File: src/rtl/pfs_pkg.sv
package pfs_pkg;
  typedef enum logic [2:0] {
    U_EMPTY  = 3'd0,
    U_CFG    = 3'd1,
    U_LOADED = 3'd2,
    U_RUN    = 3'd3,
    U_FREE   = 3'd4
  } unit_st_e;

  function automatic logic unit_idle(input unit_st_e st);
    return (st == U_EMPTY) || (st == U_FREE);
  endfunction
endpackage

File: src/rtl/pfs_prio_pick.sv
module pfs_prio_pick #(
  parameter int N      = 4,
  parameter int PRIO_W = 3,
  localparam int IW    = (N > 1) ? $clog2(N) : 1
) (
  input  logic            clk,
  input  logic            rst_n,
  input  logic [N-1:0]    req_i,
  input  logic [N*PRIO_W-1:0] prio_i,
  output logic            valid_o,
  output logic [IW-1:0]   idx_o
);
  logic [PRIO_W-1:0] best_p;

  // Larger value wins; strict compare keeps the lowest index on ties.
  always_comb begin
    valid_o = 1'b0;
    idx_o   = '0;
    best_p  = '0;
    for (int i = 0; i < N; i++) begin
      if (req_i[i] && (!valid_o || prio_i[i*PRIO_W +: PRIO_W] > best_p)) begin
        valid_o = 1'b1;
        idx_o   = IW'(i);
        best_p  = prio_i[i*PRIO_W +: PRIO_W];
      end
    end
  end

  AST_PICK_HAS_REQ: assert property (@(posedge clk) disable iff (!rst_n)
    valid_o |-> req_i[idx_o]);
  AST_PICK_NONE_IDLE: assert property (@(posedge clk) disable iff (!rst_n)
    !valid_o |-> (req_i == '0));
endmodule

File: src/rtl/pfs_unit_slot.sv
module pfs_unit_slot
  import pfs_pkg::*;
#(
  parameter int TASK_W = 3,
  parameter int TYPE_W = 2
) (
  input  logic              clk,
  input  logic              rst_n,
  input  logic              assign_cfg_i,
  input  logic              assign_skip_i,
  input  logic [TASK_W-1:0] assign_task_i,
  input  logic [TYPE_W-1:0] assign_type_i,
  input  logic              launch_i,
  input  logic              cfg_done_i,
  input  logic              exec_done_i,
  output unit_st_e          state_o,
  output logic [TASK_W-1:0] task_o,
  output logic [TYPE_W-1:0] type_o,
  output logic              type_ok_o
);
  unit_st_e          st_q;
  logic [TASK_W-1:0] tsk_q;
  logic [TYPE_W-1:0] typ_q;
  logic              tok_q;

  always_ff @(posedge clk or negedge rst_n) begin
    if (!rst_n) begin
      st_q  <= U_EMPTY;
      tsk_q <= '0;
      typ_q <= '0;
      tok_q <= 1'b0;
    end else if (assign_cfg_i) begin
      st_q  <= U_CFG;
      tsk_q <= assign_task_i;
      typ_q <= assign_type_i;
      tok_q <= 1'b0;
    end else if (assign_skip_i) begin
      st_q  <= U_LOADED;
      tsk_q <= assign_task_i;
    end else if (launch_i) begin
      st_q  <= U_RUN;
    end else if (st_q == U_CFG && cfg_done_i) begin
      st_q  <= U_LOADED;
      tok_q <= 1'b1;
    end else if (st_q == U_RUN && exec_done_i) begin
      st_q  <= U_FREE;
    end
  end

  assign state_o   = st_q;
  assign task_o    = tsk_q;
  assign type_o    = typ_q;
  assign type_ok_o = tok_q;

  AST_BIND_ON_IDLE: assert property (@(posedge clk) disable iff (!rst_n)
    (assign_cfg_i || assign_skip_i) |-> unit_idle(st_q));
  AST_SKIP_NEEDS_TYPE: assert property (@(posedge clk) disable iff (!rst_n)
    assign_skip_i |-> (tok_q && typ_q == assign_type_i));
  AST_LAUNCH_ON_LOADED: assert property (@(posedge clk) disable iff (!rst_n)
    launch_i |-> (st_q == U_LOADED));
  AST_CFG_DONE_LOADS: assert property (@(posedge clk) disable iff (!rst_n)
    (st_q == U_CFG && cfg_done_i) |=> (st_q == U_LOADED && tok_q));
  AST_RUN_DONE_FREES: assert property (@(posedge clk) disable iff (!rst_n)
    (st_q == U_RUN && exec_done_i) |=> (st_q == U_FREE));
  AST_STRAY_IGNORED: assert property (@(posedge clk) disable iff (!rst_n)
    (unit_idle(st_q) && !assign_cfg_i && !assign_skip_i) |=> (st_q == $past(st_q)));
endmodule

File: src/rtl/pfs_task_state.sv
module pfs_task_state #(
  parameter int NT     = 6,
  parameter int TASK_W = 3
) (
  input  logic              clk,
  input  logic              rst_n,
  input  logic              iter_start_i,
  input  logic              bind_valid_i,
  input  logic [TASK_W-1:0] bind_task_i,
  input  logic              launch_valid_i,
  input  logic [TASK_W-1:0] launch_task_i,
  input  logic [NT-1:0]     fin_mask_i,
  output logic [NT-1:0]     bound_o,
  output logic [NT-1:0]     started_o,
  output logic [NT-1:0]     finished_o,
  output logic              active_o,
  output logic              done_o
);
  logic [NT-1:0] bound_q, started_q, finished_q;
  logic          active_q;

  assign done_o = active_q && (&finished_q);

  always_ff @(posedge clk or negedge rst_n) begin
    if (!rst_n) begin
      bound_q    <= '0;
      started_q  <= '0;
      finished_q <= '0;
      active_q   <= 1'b0;
    end else if (done_o) begin
      bound_q    <= '0;
      started_q  <= '0;
      finished_q <= '0;
      active_q   <= 1'b0;
    end else begin
      if (!active_q && iter_start_i) active_q <= 1'b1;
      if (bind_valid_i)   bound_q[bind_task_i]     <= 1'b1;
      if (launch_valid_i) started_q[launch_task_i] <= 1'b1;
      finished_q <= finished_q | fin_mask_i;
    end
  end

  assign bound_o    = bound_q;
  assign started_o  = started_q;
  assign finished_o = finished_q;
  assign active_o   = active_q;

  AST_DONE_CLEARS: assert property (@(posedge clk) disable iff (!rst_n)
    done_o |=> (!active_q && finished_q == '0 && bound_q == '0));
  AST_OPEN_NEEDS_START: assert property (@(posedge clk) disable iff (!rst_n)
    $rose(active_q) |-> $past(iter_start_i));
  AST_NO_REBIND: assert property (@(posedge clk) disable iff (!rst_n)
    bind_valid_i |-> !bound_q[bind_task_i]);
endmodule

File: src/rtl/cfg_prefetch_sched.sv
module cfg_prefetch_sched
  import pfs_pkg::*;
#(
  parameter int NT     = 6,
  parameter int NU     = 3,
  parameter int TYPE_W = 2,
  parameter int PRIO_W = 3,
  localparam int TASK_W = (NT > 1) ? $clog2(NT) : 1,
  localparam int UNIT_W = (NU > 1) ? $clog2(NU) : 1
) (
  input  logic                 clk,
  input  logic                 rst_n,
  input  logic                 iter_start_i,
  input  logic [NT*NT-1:0]     task_pred_i,
  input  logic [NT*TYPE_W-1:0] task_type_i,
  input  logic [NT*PRIO_W-1:0] task_prio_i,
  input  logic [NU-1:0]        cfg_done_i,
  input  logic [NU-1:0]        exec_done_i,
  output logic                 cfg_valid_o,
  output logic [UNIT_W-1:0]    cfg_unit_o,
  output logic [TASK_W-1:0]    cfg_task_o,
  output logic                 exe_valid_o,
  output logic [UNIT_W-1:0]    exe_unit_o,
  output logic [TASK_W-1:0]    exe_task_o,
  output logic                 iter_active_o,
  output logic                 iter_done_o
);
  function automatic logic preds_met(input logic [NT-1:0] need, input logic [NT-1:0] have);
    return ~|(need & ~have);
  endfunction

  // Task progress
  logic [NT-1:0] bound_q, started_q, finished_q, fin_mask;
  logic          active_q, all_done;

  // Unit views
  unit_st_e          ust   [NU];
  logic [TASK_W-1:0] utask [NU];
  logic [TYPE_W-1:0] utype [NU];
  logic [NU-1:0]     utok;
  logic [NU-1:0]     bind_cfg, bind_skip, launch;

  // Prefetch selection
  logic [NT-1:0]     pf_req;
  logic              pf_valid;
  logic [TASK_W-1:0] pf_task;
  logic [TYPE_W-1:0] pf_type;
  logic              skip_hit, free_hit, do_skip, do_cfg;
  logic [UNIT_W-1:0] skip_unit, free_unit, tgt_unit;

  // Execute selection
  logic [NU-1:0]        ex_req;
  logic [NU*PRIO_W-1:0] ex_prio;
  logic                 ex_valid;
  logic [UNIT_W-1:0]    ex_unit;
  logic [TASK_W-1:0]    ex_task;

  always_comb begin
    for (int t = 0; t < NT; t++)
      pf_req[t] = active_q && !bound_q[t] && preds_met(task_pred_i[t*NT +: NT], started_q);
  end

  pfs_prio_pick #(.N(NT), .PRIO_W(PRIO_W)) u_pf_pick (
    .clk(clk), .rst_n(rst_n), .req_i(pf_req), .prio_i(task_prio_i),
    .valid_o(pf_valid), .idx_o(pf_task)
  );

  assign pf_type = task_type_i[pf_task*TYPE_W +: TYPE_W];

  // Lowest-index idle unit, and lowest-index idle unit already holding the type
  always_comb begin
    skip_hit  = 1'b0;
    free_hit  = 1'b0;
    skip_unit = '0;
    free_unit = '0;
    for (int u = 0; u < NU; u++) begin
      if (unit_idle(ust[u]) && !free_hit) begin
        free_hit  = 1'b1;
        free_unit = UNIT_W'(u);
      end
      if (unit_idle(ust[u]) && utok[u] && utype[u] == pf_type && !skip_hit) begin
        skip_hit  = 1'b1;
        skip_unit = UNIT_W'(u);
      end
    end
  end

  assign do_skip  = pf_valid && skip_hit;
  assign do_cfg   = pf_valid && !skip_hit && free_hit;
  assign tgt_unit = skip_hit ? skip_unit : free_unit;

  always_comb begin
    for (int u = 0; u < NU; u++) begin
      ex_req[u] = (ust[u] == U_LOADED) && preds_met(task_pred_i[utask[u]*NT +: NT], finished_q);
      ex_prio[u*PRIO_W +: PRIO_W] = task_prio_i[utask[u]*PRIO_W +: PRIO_W];
      bind_cfg[u]  = do_cfg  && (tgt_unit == UNIT_W'(u));
      bind_skip[u] = do_skip && (tgt_unit == UNIT_W'(u));
    end
  end

  pfs_prio_pick #(.N(NU), .PRIO_W(PRIO_W)) u_ex_pick (
    .clk(clk), .rst_n(rst_n), .req_i(ex_req), .prio_i(ex_prio),
    .valid_o(ex_valid), .idx_o(ex_unit)
  );

  assign ex_task = utask[ex_unit];

  always_comb begin
    for (int u = 0; u < NU; u++) launch[u] = ex_valid && (ex_unit == UNIT_W'(u));
    fin_mask = '0;
    for (int u = 0; u < NU; u++)
      if (ust[u] == U_RUN && exec_done_i[u]) fin_mask[utask[u]] = 1'b1;
  end

  for (genvar g = 0; g < NU; g++) begin : g_unit
    pfs_unit_slot #(.TASK_W(TASK_W), .TYPE_W(TYPE_W)) u_slot (
      .clk(clk), .rst_n(rst_n),
      .assign_cfg_i(bind_cfg[g]), .assign_skip_i(bind_skip[g]),
      .assign_task_i(pf_task), .assign_type_i(pf_type),
      .launch_i(launch[g]),
      .cfg_done_i(cfg_done_i[g]), .exec_done_i(exec_done_i[g]),
      .state_o(ust[g]), .task_o(utask[g]), .type_o(utype[g]), .type_ok_o(utok[g])
    );
  end

  pfs_task_state #(.NT(NT), .TASK_W(TASK_W)) u_tasks (
    .clk(clk), .rst_n(rst_n), .iter_start_i(iter_start_i),
    .bind_valid_i(do_skip || do_cfg), .bind_task_i(pf_task),
    .launch_valid_i(ex_valid), .launch_task_i(ex_task),
    .fin_mask_i(fin_mask),
    .bound_o(bound_q), .started_o(started_q), .finished_o(finished_q),
    .active_o(active_q), .done_o(all_done)
  );

  assign cfg_valid_o   = do_cfg;
  assign cfg_unit_o    = free_unit;
  assign cfg_task_o    = pf_task;
  assign exe_valid_o   = ex_valid;
  assign exe_unit_o    = ex_unit;
  assign exe_task_o    = ex_task;
  assign iter_active_o = active_q;
  assign iter_done_o   = all_done;

  AST_CFG_PREDS_STARTED: assert property (@(posedge clk) disable iff (!rst_n)
    cfg_valid_o |-> preds_met(task_pred_i[cfg_task_o*NT +: NT], started_q));
  AST_EXE_PREDS_FINISHED: assert property (@(posedge clk) disable iff (!rst_n)
    exe_valid_o |-> preds_met(task_pred_i[exe_task_o*NT +: NT], finished_q));
  AST_IDLE_NO_CMD: assert property (@(posedge clk) disable iff (!rst_n)
    !iter_active_o |-> (!cfg_valid_o && !exe_valid_o));
  AST_EXE_MARKS_STARTED: assert property (@(posedge clk) disable iff (!rst_n)
    exe_valid_o |=> started_q[$past(exe_task_o)]);
  AST_DONE_ONE_CYCLE: assert property (@(posedge clk) disable iff (!rst_n)
    iter_done_o |=> !iter_done_o);
endmodule

File: config.mk
export PLATFORM = sky130hd
export DESIGN_NAME = cfg_prefetch_sched
export DESIGN_NICKNAME = d
export VERILOG_FILES = /design/src/rtl/pfs_pkg.sv /design/src/rtl/pfs_prio_pick.sv /design/src/rtl/pfs_unit_slot.sv /design/src/rtl/pfs_task_state.sv /design/src/rtl/cfg_prefetch_sched.sv
export SDC_FILE = /design/constraint.sdc
export NUM_CORES = 1
export LEC_CHECK = 0
export BUFFER_PORTS_ARGS = -buffer_cell sky130_fd_sc_hd__buf_2
export CAP_MARGIN = 20
export CELL_PAD_IN_SITES_DETAIL_PLACEMENT = 1
export CELL_PAD_IN_SITES_GLOBAL_PLACEMENT = 2
export CORE_UTILIZATION = 34
export DETAILED_ROUTE_END_ITERATION = 8
export PLACE_DENSITY = 0.83
export SLEW_MARGIN = 20
export SYNTH_ARGS = -nofsm -noshare
export SYNTH_HDL_FRONTEND = slang
export SYNTH_SLANG_ARGS = --single-unit
File: constraint.sdc
create_clock -name clk -period 12.2 [get_ports clk]
set_input_delay 0.61 -clock clk [delete_from_list [all_inputs] [get_ports clk]]
set_output_delay 0.61 -clock clk [all_outputs]
set_load 0.02 [all_outputs]
# After elaboration in Yosys (flattened, before gate mapping)
# Cells that the tools add are included.
classes:
  addsub: 0
  n_mul: 6
  n_div: 0
  magnitude_cmp: 18
  n_eq_ne: 25
  n_shift: 7
  n_mux: 90
  bitwise_logic: 17
  reduce_logical: 126
op_table:
  columns: ["op", "count"]
  rows:
  - ["36-bit by 7-bit indexed part select with 6-bit output", 3]
  - ["3-bit two-way mux", 32]
  - ["1-bit logical AND", 57]
  - ["6-bit AND", 9]
  - ["6-bit OR reduction", 9]
  - ["18-bit by 6-bit indexed part select with 3-bit output", 3]
  - ["6-bit two-way mux", 8]
  - ["1-bit two-way mux", 38]
  - ["3-bit by 2-bit multiplier with 5-bit output, second input constant", 6]
  - ["6-bit bitwise OR", 5]
  - ["1-bit zero test", 28]
  - ["3-bit > comparator", 7]
  - ["3-bit by 4-bit < comparator with 1-bit output, second input constant", 5]
  - ["3-bit by 2-bit == test with 1-bit output, second input constant", 6]
  - ["2-bit nonzero test", 9]
  - ["1-bit demux with 3-bit select", 5]
  - ["3-bit by 1-bit >= comparator with 1-bit output, second input constant", 5]
  - ["5-bit nonzero test", 3]
  - ["2-bit two-way mux", 6]
  - ["2-bit by 1-bit inequality test with 1-bit output, second input constant", 6]
  - ["6-bit NOT", 2]
  - ["12-bit by 5-bit indexed part select with 2-bit output", 1]
  - ["1-bit logical OR", 11]
  - ["3-bit by 1-bit == test with 1-bit output, second input constant", 3]
  - ["other kinds (11)", 22]
word_totals:
  ff_bits: 46
  latchBits: 0
  mem_bits_rw: 0
  rom_bits: 0
  input_bits: 75
  output_inout_bits: 14
  memories: 0

# Depth between registers and ports, before layout
# Gate-level depths: netlist (run 1).
logic_depth:
  depth_word: 42
  ltp_mapped: 54
  depth_no_buf: 49

# Hierarchy
# Synthesis (run 1) repeated with hierarchy kept, for this count alone.
hier_totals:
  hier_cells: 606
  hier_area_um2: 5330.1
by_module_without_submodules:
  columns: ["module", "n_inst", "cells_each", "area_per_inst_um2", "seq_area_each_um2"]
  rows:
  - ["cfg_prefetch_sched", 1, 338, 2386.0, 0.0]
  - ["pfs_unit_slot", 3, 27, 397.9, 225.2]
  - ["pfs_task_state", 1, 64, 867.1, 475.5]
  - ["pfs_prio_pick at u_pf_pick", 1, 94, 659.4, 0.0]
  - ["pfs_prio_pick at u_ex_pick", 1, 29, 224.0, 0.0]

# Least setup slack after synthesis (run 1)
# OpenSTA, ideal clock, no wires.
synth_path:
  path_kind: "input to output"
  start: "in task_pred_i[1]"
  end: "out cfg_valid_o"
  arrival_time_ns: 9.405
  required_time_ns: 11.590
  slack_ns: 2.185
  path_stages: 48
  path_cell_list: "a222oi_1 o2111a_1 buf_6 nand2_1 ha_1 nor2b_1 o21a_1 o21ai_0 a21bo_1 buf_2 inv_1 o21ai_0 inv_1 ha_1 nor2b_1 o21a_1 o21ai_0 o21ai_2 [... 12 more ...] o21a_1 o21ai_0 o41ai_2 and2_4 buf_2 mux2_2 ha_1 a21o_1 a21oi_1 a311oi_1 a21oi_4 and3b_2 a221o_1 buf_6 xnor2_4 and3_4 buf_6 nor4_1"
synth_via:
  elab_chain_len: 38
  elab_cells_between_ends: 57
  cone_classes: "order compare: 5; eq/ne: 3; shift: 1; mux: 19; bitwise: 1; reduce/logical: 28"
synth_rtl:
  columns: ["element", "line_no", "source"]
  rows:
  - ["start: declaration", "cfg_prefetch_sched.sv:14", "input logic [NT*NT-1:0] task_pred_i,"]
  - ["6-bit AND *", "cfg_prefetch_sched.sv:29", "return ~|(need & ~have);"]
  - ["6-bit OR reduction *", "cfg_prefetch_sched.sv:29", null]
  - ["1-bit zero test *", "cfg_prefetch_sched.sv:29", null]
  - ["1-bit logical AND *", "cfg_prefetch_sched.sv:60", "pf_req[t] = active_q && !bound_q[t] && preds_met(task_pred_i[t*NT +: NT], started_q);"]
  - ["3-bit two-way mux / 1-bit two-way mux (equally long branches)", "pfs_prio_pick.sv:21", "if (req_i[i] && (!valid_o || prio_i[i*PRIO_W +: PRIO_W] > best_p)) begin"]
  - ["3-bit > comparator / 1-bit zero test (equally long branches)", "pfs_prio_pick.sv:21", null]
  - ["1-bit logical OR", "pfs_prio_pick.sv:21", null]
  - ["1-bit logical AND", "pfs_prio_pick.sv:21", null]
  - ["[... 17 more ...]", null, null]
  - ["named net cfg_task_o[1]", "cfg_prefetch_sched.sv:21", "output logic [TASK_W-1:0] cfg_task_o,"]
  - ["[... 4 more ...]", null, null]
  - ["1-bit zero test", "cfg_prefetch_sched.sv:81", "if (unit_idle(ust[u]) && utok[u] && utype[u] == pf_type && !skip_hit) begin"]
  - ["1-bit logical AND", "cfg_prefetch_sched.sv:81", null]
  - ["1-bit two-way mux", "cfg_prefetch_sched.sv:81", null]
  - ["1-bit zero test", "cfg_prefetch_sched.sv:81", null]
  - ["1-bit logical AND", "cfg_prefetch_sched.sv:81", null]
  - ["1-bit two-way mux *", "cfg_prefetch_sched.sv:81", null]
  - ["1-bit zero test *", "cfg_prefetch_sched.sv:89", "assign do_cfg = pf_valid && !skip_hit && free_hit;"]
  - ["1-bit logical AND * (2 in series)", "cfg_prefetch_sched.sv:89", null]
  - ["end: declaration", "cfg_prefetch_sched.sv:19", "output logic cfg_valid_o,"]
# Mark *: on every way through the listed nets, which the timed path passes. The rest lies on a longest branch.

# Final worst setup path (run 1)
layout_path:
  start: "reg u_tasks.started_q[1] (netlist: u_tasks.started_o[1])"
  end: "out cfg_valid_o"
layout_via:
  elab_chain_len: 39
  elab_cells_between_ends: 78
  cone_classes: "order compare: 5; eq/ne: 3; shift: 1; mux: 19; bitwise: 7; reduce/logical: 43"
layout_rtl:
  columns: ["element", "line_no", "source"]
  rows:
  - ["start: declaration", "pfs_task_state.sv:19", "logic [NT-1:0] bound_q, started_q, finished_q;"]
  - ["start signal: assignment", "pfs_task_state.sv:27", "started_q <= '0;"]
  - ["start signal: assignment", "pfs_task_state.sv:32", "started_q <= '0;"]
  - ["start signal: indexed assignment", "pfs_task_state.sv:38", "if (launch_valid_i) started_q[launch_task_i] <= 1'b1;"]
  - ["6-bit NOT *", "cfg_prefetch_sched.sv:29", null]
  - ["6-bit AND", "cfg_prefetch_sched.sv:29", null]
  - ["6-bit OR reduction", "cfg_prefetch_sched.sv:29", null]
  - ["1-bit zero test", "cfg_prefetch_sched.sv:29", null]
  - ["1-bit logical AND", "cfg_prefetch_sched.sv:60", null]
  - ["3-bit two-way mux / 1-bit two-way mux (equally long branches)", "pfs_prio_pick.sv:21", null]
  - ["3-bit > comparator / 1-bit zero test (equally long branches)", "pfs_prio_pick.sv:21", null]
  - ["1-bit logical OR", "pfs_prio_pick.sv:21", null]
  - ["[... 22 more ...]", null, null]
  - ["1-bit zero test", "cfg_prefetch_sched.sv:81", null]
  - ["1-bit logical AND", "cfg_prefetch_sched.sv:81", null]
  - ["1-bit two-way mux", "cfg_prefetch_sched.sv:81", null]
  - ["1-bit zero test", "cfg_prefetch_sched.sv:81", null]
  - ["1-bit logical AND", "cfg_prefetch_sched.sv:81", null]
  - ["1-bit two-way mux", "cfg_prefetch_sched.sv:81", null]
  - ["1-bit zero test", "cfg_prefetch_sched.sv:89", null]
  - ["1-bit logical AND * (2 in series)", "cfg_prefetch_sched.sv:89", null]
# Every way passes the cells marked *; elsewhere a longest branch is shown, timed or not.

==> results.sh, run 1 <==
export IMPL_dpl_hpwl_um=17000
export IMPL_crit_fanout=13
export IMPL_end_kind="output port"
export IMPL_antenna_cells=0
export IMPL_min_delay_path_class="in2async"
export IMPL_clkLatencyLatePin_ps=290
export IMPL_dr_total_vias=5655
export IMPL_critPathArrivalTime_ps=10640
export IMPL_die_y_um=127
export IMPL_cts_resized_gates=0
export IMPL_syn_area_per_cell_um2=8.26
export IMPL_start_util=0.349
export IMPL_synth_cells=643
export IMPL_slowest_delay_ps=590
export IMPL_syn_nets=739
export IMPL_grt_max_degree=47
export IMPL_critPathRequiredTime_ps=11590
export IMPL_grt_overflow_total=0
export IMPL_grt_use_total=0.271
export IMPL_antenna_found_initial=0
export IMPL_clock_sinks=46
export IMPL_yosysTopAreaCellShare=0.217
export IMPL_crit_type="reg2out"
export IMPL_row_count=45
export IMPL_maxSlewViolCount=0
export IMPL_avgRoutedWirePerCell_um=24.0
export IMPL_drt_total_wl_um=21400
export IMPL_syn_area_um2=5310
export IMPL_status="finished, final reports clean"
export IMPL_worst_pin_slew_ps=1040
export IMPL_postLayoutCoreUtil=0.396
export IMPL_drive_gt1_frac=0.237
export IMPL_die_area_um2=16100
export IMPL_yosys_area_top_type="dfrtp_1"
export IMPL_max_freq_mhz=88.9
export IMPL_grt_setup_unrepaired="no"
export IMPL_drt_pass1_iter_count=5
export IMPL_finalSetupTns_ps=0
export IMPL_viasPerCell=6.33
export IMPL_synthTopCellsByArea="dfrtp_1 (22%), mux2i_1 (7.0%), mux2_2 (5.5%), ha_1 (4.9%), nor2_1 (4.8%)"
export IMPL_r2r_slack_ps=1330
export IMPL_ios=89
export IMPL_r2r_start="u_tasks.started_o[1]"
export IMPL_core_area_um2=15200
export IMPL_ir_worst_vdd_uv=114
export IMPL_cts_tree="yes"
export IMPL_io_buffers=88
export IMPL_hold_viol=0
export IMPL_cts_setup_buffers=0
export IMPL_leakagePower_nw=2.57
export IMPL_cp_slowest_cell="o2111a_1"
export IMPL_grt_pass1_wl_um=33700
export IMPL_async_reset_ff_frac=1.00
export IMPL_r2r_end="g_unit[0].u_slot.type_o[0]"
export IMPL_drcViolationCount=0
export IMPL_cts_root_buffer="clkbuf_16"
export IMPL_cts_inserted_buffers=5
export IMPL_cap_violations=0
export IMPL_finalSetupViolCount=0
export IMPL_fp_dieW_um=127
export IMPL_dr_first_iter_drc_count=445
export IMPL_fillers=1861
export IMPL_grt_pass1_vias=6002
export IMPL_areaGrowthSynthToFinish_pct=13.3
export IMPL_placed_area_um2=5840
export IMPL_period_share=0.922
export IMPL_timing_final_crit_period_ps=11250
export IMPL_ant_nets=0
export IMPL_synth_edf_count=0
export IMPL_clk_pin_slew_ps=70
export IMPL_p_per_area_nw_per_um2=305
export IMPL_ctsHoldBuffers=0
export IMPL_synthDistinctLibCells=81
export IMPL_final_net_count=801
export IMPL_seq_area_frac_synth=0.217
export IMPL_r2r_cells=45
export IMPL_startpoint_type="flop"
export IMPL_ys_seq_elements=46
export IMPL_synthFlopType="dfrtp_1"
export IMPL_clock_skew_ps=7.78
export IMPL_final_area_um2=6010
export IMPL_relSlewSlack=0.305
export IMPL_gp_congestion=0.945
export IMPL_htree_levels=2
export IMPL_cts_buffer_depth=2
export IMPL_synth_warning_count=0
==> report_power, final <==
group	switching (mW)	internal [mW]	total [mW]
registers	0.154	0.227	0.381
logic	0.782	0.516	1.30
clock network	0.0606	0.0967	0.157
==> critical path: cells and delay by family, from the launching register on <==
kind                       cells  cell delay, ps
AOI/OAI and AO/OA             20            5180
muxes                          3             800
xor gates and xnor gates       1             220
adders and majority gates      5            1400
DFF                            1             340
buffers and inverters          5             560
and+or+nand+nor               11            1850
==> final cells by class <==
type / instances / area, µm² / area share
clock inverters: 3 / 45.0 / 0.00749
flip-flops and latches: 46 / 1150 / 0.191
well taps: 188 / 235 / 0.0391
multi-input cells: 515 / 3810 / 0.633
repair buffers: 94 / 488 / 0.0811
inverters: 43 / 161 / 0.0268
clock buffers: 5 / 125 / 0.0208
==> registers in the layout, summed over array words and instances (netlist names) <==
register                 cells
g_unit.u_slot.task_o         9
u_tasks.started_o            6
g_unit.u_slot.type_ok_o      3
u_tasks.bound_o              6
g_unit.u_slot.type_o         6
g_unit.u_slot.state_o        9
u_tasks.active_o             1
u_tasks.finished_o           6
==> cells by family (layout without fill, tap and decap cells) <==
logic type | Yosys count | in the layout | synth area share
buffers and inverters | 82 | 145 | 0.0660
adders and majority gates | 21 | 21 | 0.0495
AOI/OAI and AO/OA | 196 | 196 | 0.261
DFF | 46 | 46 | 0.217
muxes | 79 | 79 | 0.181
xor gates and xnor gates | 3 | 3 | 0.0113
and+or+nand+nor | 216 | 216 | 0.214
==> through the flow <==
stage	total power, mW	hold slack, ps	instances	worst slack, ps
2_1_floorplan	1.29	314	643	2190
3_3_place_gp	1.61	476	886	1510
3_5_place_dp	1.67	488	886	964
4_1_cts	1.83	512	894	947
5_1_grt	1.98	375	894	203
6_report	1.84	321	894	946
==> cell usage in the layout (no fill, tap or decap), types with 5 or more instances in the layout <==
cell type and count:
o22ai_1 13, buf_2 87, nor2b_1 18, inv_1 39
a221oi_1 5, nand2b_1 8, o22a_1 7, nand4_1 10
a31oi_1 13, mux4_2 10, and2_1 7, nor3_1 11
o21ai_0 32, mux2_2 26, a211oi_1 9, a222oi_1 7
and3_1 5, o211ai_1 5, nand3_1 29, ha_1 21
o21a_1 8, clkbuf_16 5, nor2_1 68, buf_4 7
dfrtp_1 46, nand2_1 31, a22oi_1 13, a21oi_1 45
mux2i_1 37
==> synthesized netlist by cell type, drive strengths merged, types with 2 or more instances <==
cell type,count
a2111oi,2
a211oi,11
a21o,4
a21oi,46
a221oi,5
a222oi,7
a22oi,13
a311oi,4
a31oi,14
a32oi,2
and2,8
and3,8
and3b,4
and4,2
buf,17
clkbuf,22
dfrtp,46
ha,21
inv,42
mux2,32
mux2i,37
mux4,10
nand2,31
nand2b,8
nand3,30
nand4,11
nor2,69
nor2b,18
nor3,11
nor3b,4
nor4,6
o2111a,2
o2111ai,2
o211ai,5
o21a,8
o21ai,34
o221ai,2
o22a,7
o22ai,13
o311a,2
o311ai,2
o41ai,3
or4,2
xnor2,3
==> metal layers <==
metal	GRT usage	vias to the layer above	routed length (µm)
met1	0.349	2826	9320
met5	0	-	0
met2	0.459	215	10100
li1	-	2564	-
met4	0.0952	0	692
met3	0.0444	50	1300
==> worst max-delay path by stage <==
stage,startpoint,end
final,u_tasks.started_o[1],cfg_valid_o
after global routing,u_tasks.active_o,cfg_valid_o
after CTS,u_tasks.started_o[1],cfg_valid_o
after detailed placement,task_pred_i[1],cfg_valid_o
after global placement,task_pred_i[1],cfg_valid_o
after floorplan,task_pred_i[1],cfg_valid_o
Power figures use the tool's default switching activity.
==> inputs of run 2 (changes only) <==
PLACE_DENSITY = 0.87   (was 0.83)
==> results.sh, run 2 (same netlist as run 1, synthesis figures left out) <==
export IMPL_avgRoutedWirePerCell_um=24.3
export IMPL_finalSetupTns_ps=0
export IMPL_fp_dieW_um=127
export IMPL_slowest_delay_ps=550
export IMPL_ctsHoldBuffers=0
export IMPL_r2r_start="u_tasks.active_o"
export IMPL_final_common_cell="buf_2"
export IMPL_clock_skew_ps=5.86
export IMPL_cap_violations=0
export IMPL_ant_nets=0
export IMPL_row_count=45
export IMPL_cts_buffer_depth=2
export IMPL_clk_pin_slew_ps=70
export IMPL_gp_congestion=0.953
export IMPL_period_share=0.915
export IMPL_dpl_hpwl_um=17000
export IMPL_dr_first_iter_drc_count=421
export IMPL_maxSlewViolCount=0
export IMPL_p_per_area_nw_per_um2=306
export IMPL_critPathArrivalTime_ps=10560
export IMPL_die_area_um2=16100
export IMPL_crit_fanout=13
export IMPL_cts_tree="yes"
export IMPL_crit_end="cfg_valid_o"
export IMPL_io_buffers=88
export IMPL_grt_pass1_wl_um=34400
export IMPL_critPathRequiredTime_ps=11590
export IMPL_crit_start="u_tasks.active_o"
export IMPL_cts_root_buffer="clkbuf_16"
export IMPL_cts_setup_buffers=0
export IMPL_postLayoutCoreUtil=0.396
export IMPL_grt_pass1_vias=5966
export IMPL_hold_viol=0
export IMPL_grt_use_total=0.274
export IMPL_leakagePower_nw=2.57
export IMPL_die_y_um=127
export IMPL_r2r_slack_ps=1430
export IMPL_finalPower_mw=1.84
export IMPL_worst_pin_slew_ps=1060
export IMPL_end_kind="output port"
export IMPL_crit_type="reg2out"
export IMPL_final_net_count=802
export IMPL_relSlewSlack=0.292
export IMPL_drt_total_wl_um=21700
export IMPL_cts_resized_gates=0
export IMPL_clkLatencyLatePin_ps=280
export IMPL_mostFrequentLayoutCells="buf_2 (87), nor2_1 (68), dfrtp_1 (46)"
export IMPL_worst_slack_ps=1030
export IMPL_drive_gt1_frac=0.238
export IMPL_htree_levels=2
export IMPL_ir_worst_vdd_uv=143
export IMPL_antenna_cells=0
export IMPL_cp_slowest_cell="o2111a_1"
export IMPL_areaGrowthSynthToFinish_pct=13.4
export IMPL_cts_inserted_buffers=5
export IMPL_grt_setup_unrepaired="no"
export IMPL_viasPerCell=6.35
export IMPL_min_delay_path_class="in2async"
export IMPL_r2r_cells=45
export IMPL_drt_pass1_iter_count=5
export IMPL_status="finished, final reports clean"
export IMPL_timing_final_crit_period_ps=11170
export IMPL_grt_max_degree=47
export IMPL_clock_sinks=46
export IMPL_finalSetupViolCount=0
export IMPL_max_freq_mhz=89.5
export IMPL_drcViolationCount=0
export IMPL_startpoint_type="flop"
export IMPL_dr_total_vias=5685
export IMPL_start_util=0.349
export IMPL_placed_area_um2=5850
export IMPL_r2r_end="g_unit[0].u_slot.type_o[0]"
export IMPL_final_area_um2=6020
export IMPL_ios=89
export IMPL_core_area_um2=15200
export IMPL_pre_cts_slack_ps=1080
export IMPL_antenna_found_initial=0
export IMPL_grt_overflow_total=0
## run 2: cell count changes in the layout (fill, tap and decap cells not counted)
cell / previous run / this run
buf_4: 7 / 8
## run 2: per-stage QoR
step | instances | hold WS (ps)
after global routing | 895 | 379
final | 895 | 339
after CTS | 895 | 504
after floorplan | 643 | 314
after detailed placement | 887 | 479
after global placement | 887 | 477
## run 2: worst min-delay path by stage
stage | from | endpoint | slack (ps) | cells past startpoint
2_1_floorplan | rst_n | g_unit[0].u_slot.state_o[0] | 310 | 0
3_3_place_gp | g_unit[2].u_slot.type_ok_o | g_unit[2].u_slot.type_ok_o | 480 | 1
3_5_place_dp | g_unit[0].u_slot.type_ok_o | g_unit[0].u_slot.type_ok_o | 480 | 1
4_1_cts | g_unit[2].u_slot.type_ok_o | g_unit[2].u_slot.type_ok_o | 500 | 1
5_1_grt | rst_n | g_unit[1].u_slot.state_o[1] | 380 | 1
6_report | rst_n | g_unit[1].u_slot.state_o[0] | 340 | 1
## run 2: critical path: cells and delay by family, from the launching register on
kind / cells / cell delay [ps]
fa+ha+maj: 5 / 1410
flops: 1 / 450
simple gates: 11 / 1870
mux: 3 / 810
compound gates: 20 / 4850
xor+xnor: 1 / 230
buf+inv: 5 / 620
## run 2: power breakdown
part / total (mW) / leakage [nW] / internal, mW / switching, mW
combinational: 1.32 / 1.97 / 0.518 / 0.801
sequential: 0.368 / 0.529 / 0.227 / 0.141
clock: 0.154 / 0.0760 / 0.0966 / 0.0577
total: 1.84 / 2.57 / 0.842 / 1.00
## run 2: cell type report
| cell class | instances | area [µm²] |
|---|---|---|
| clock inverters | 3 | 45.0 |
| flip-flops and latches | 46 | 1150 |
| fillers | 1841 | 9180 |
| inverters | 43 | 161 |
| repair buffers | 95 | 495 |
| multi-input cells | 515 | 3810 |
| well taps | 188 | 235 |
| clock buffers | 5 | 125 |
## run 2: routing by layer
metal | vias to the layer above | wire length (µm) | GRT usage
li1 | 2551 | - | -
met1 | 2828 | 9500 | 0.372
met2 | 260 | 10100 | 0.453
met3 | 46 | 1430 | 0.0310
met4 | 0 | 658 | 0.0959
met5 | - | 0 | 0
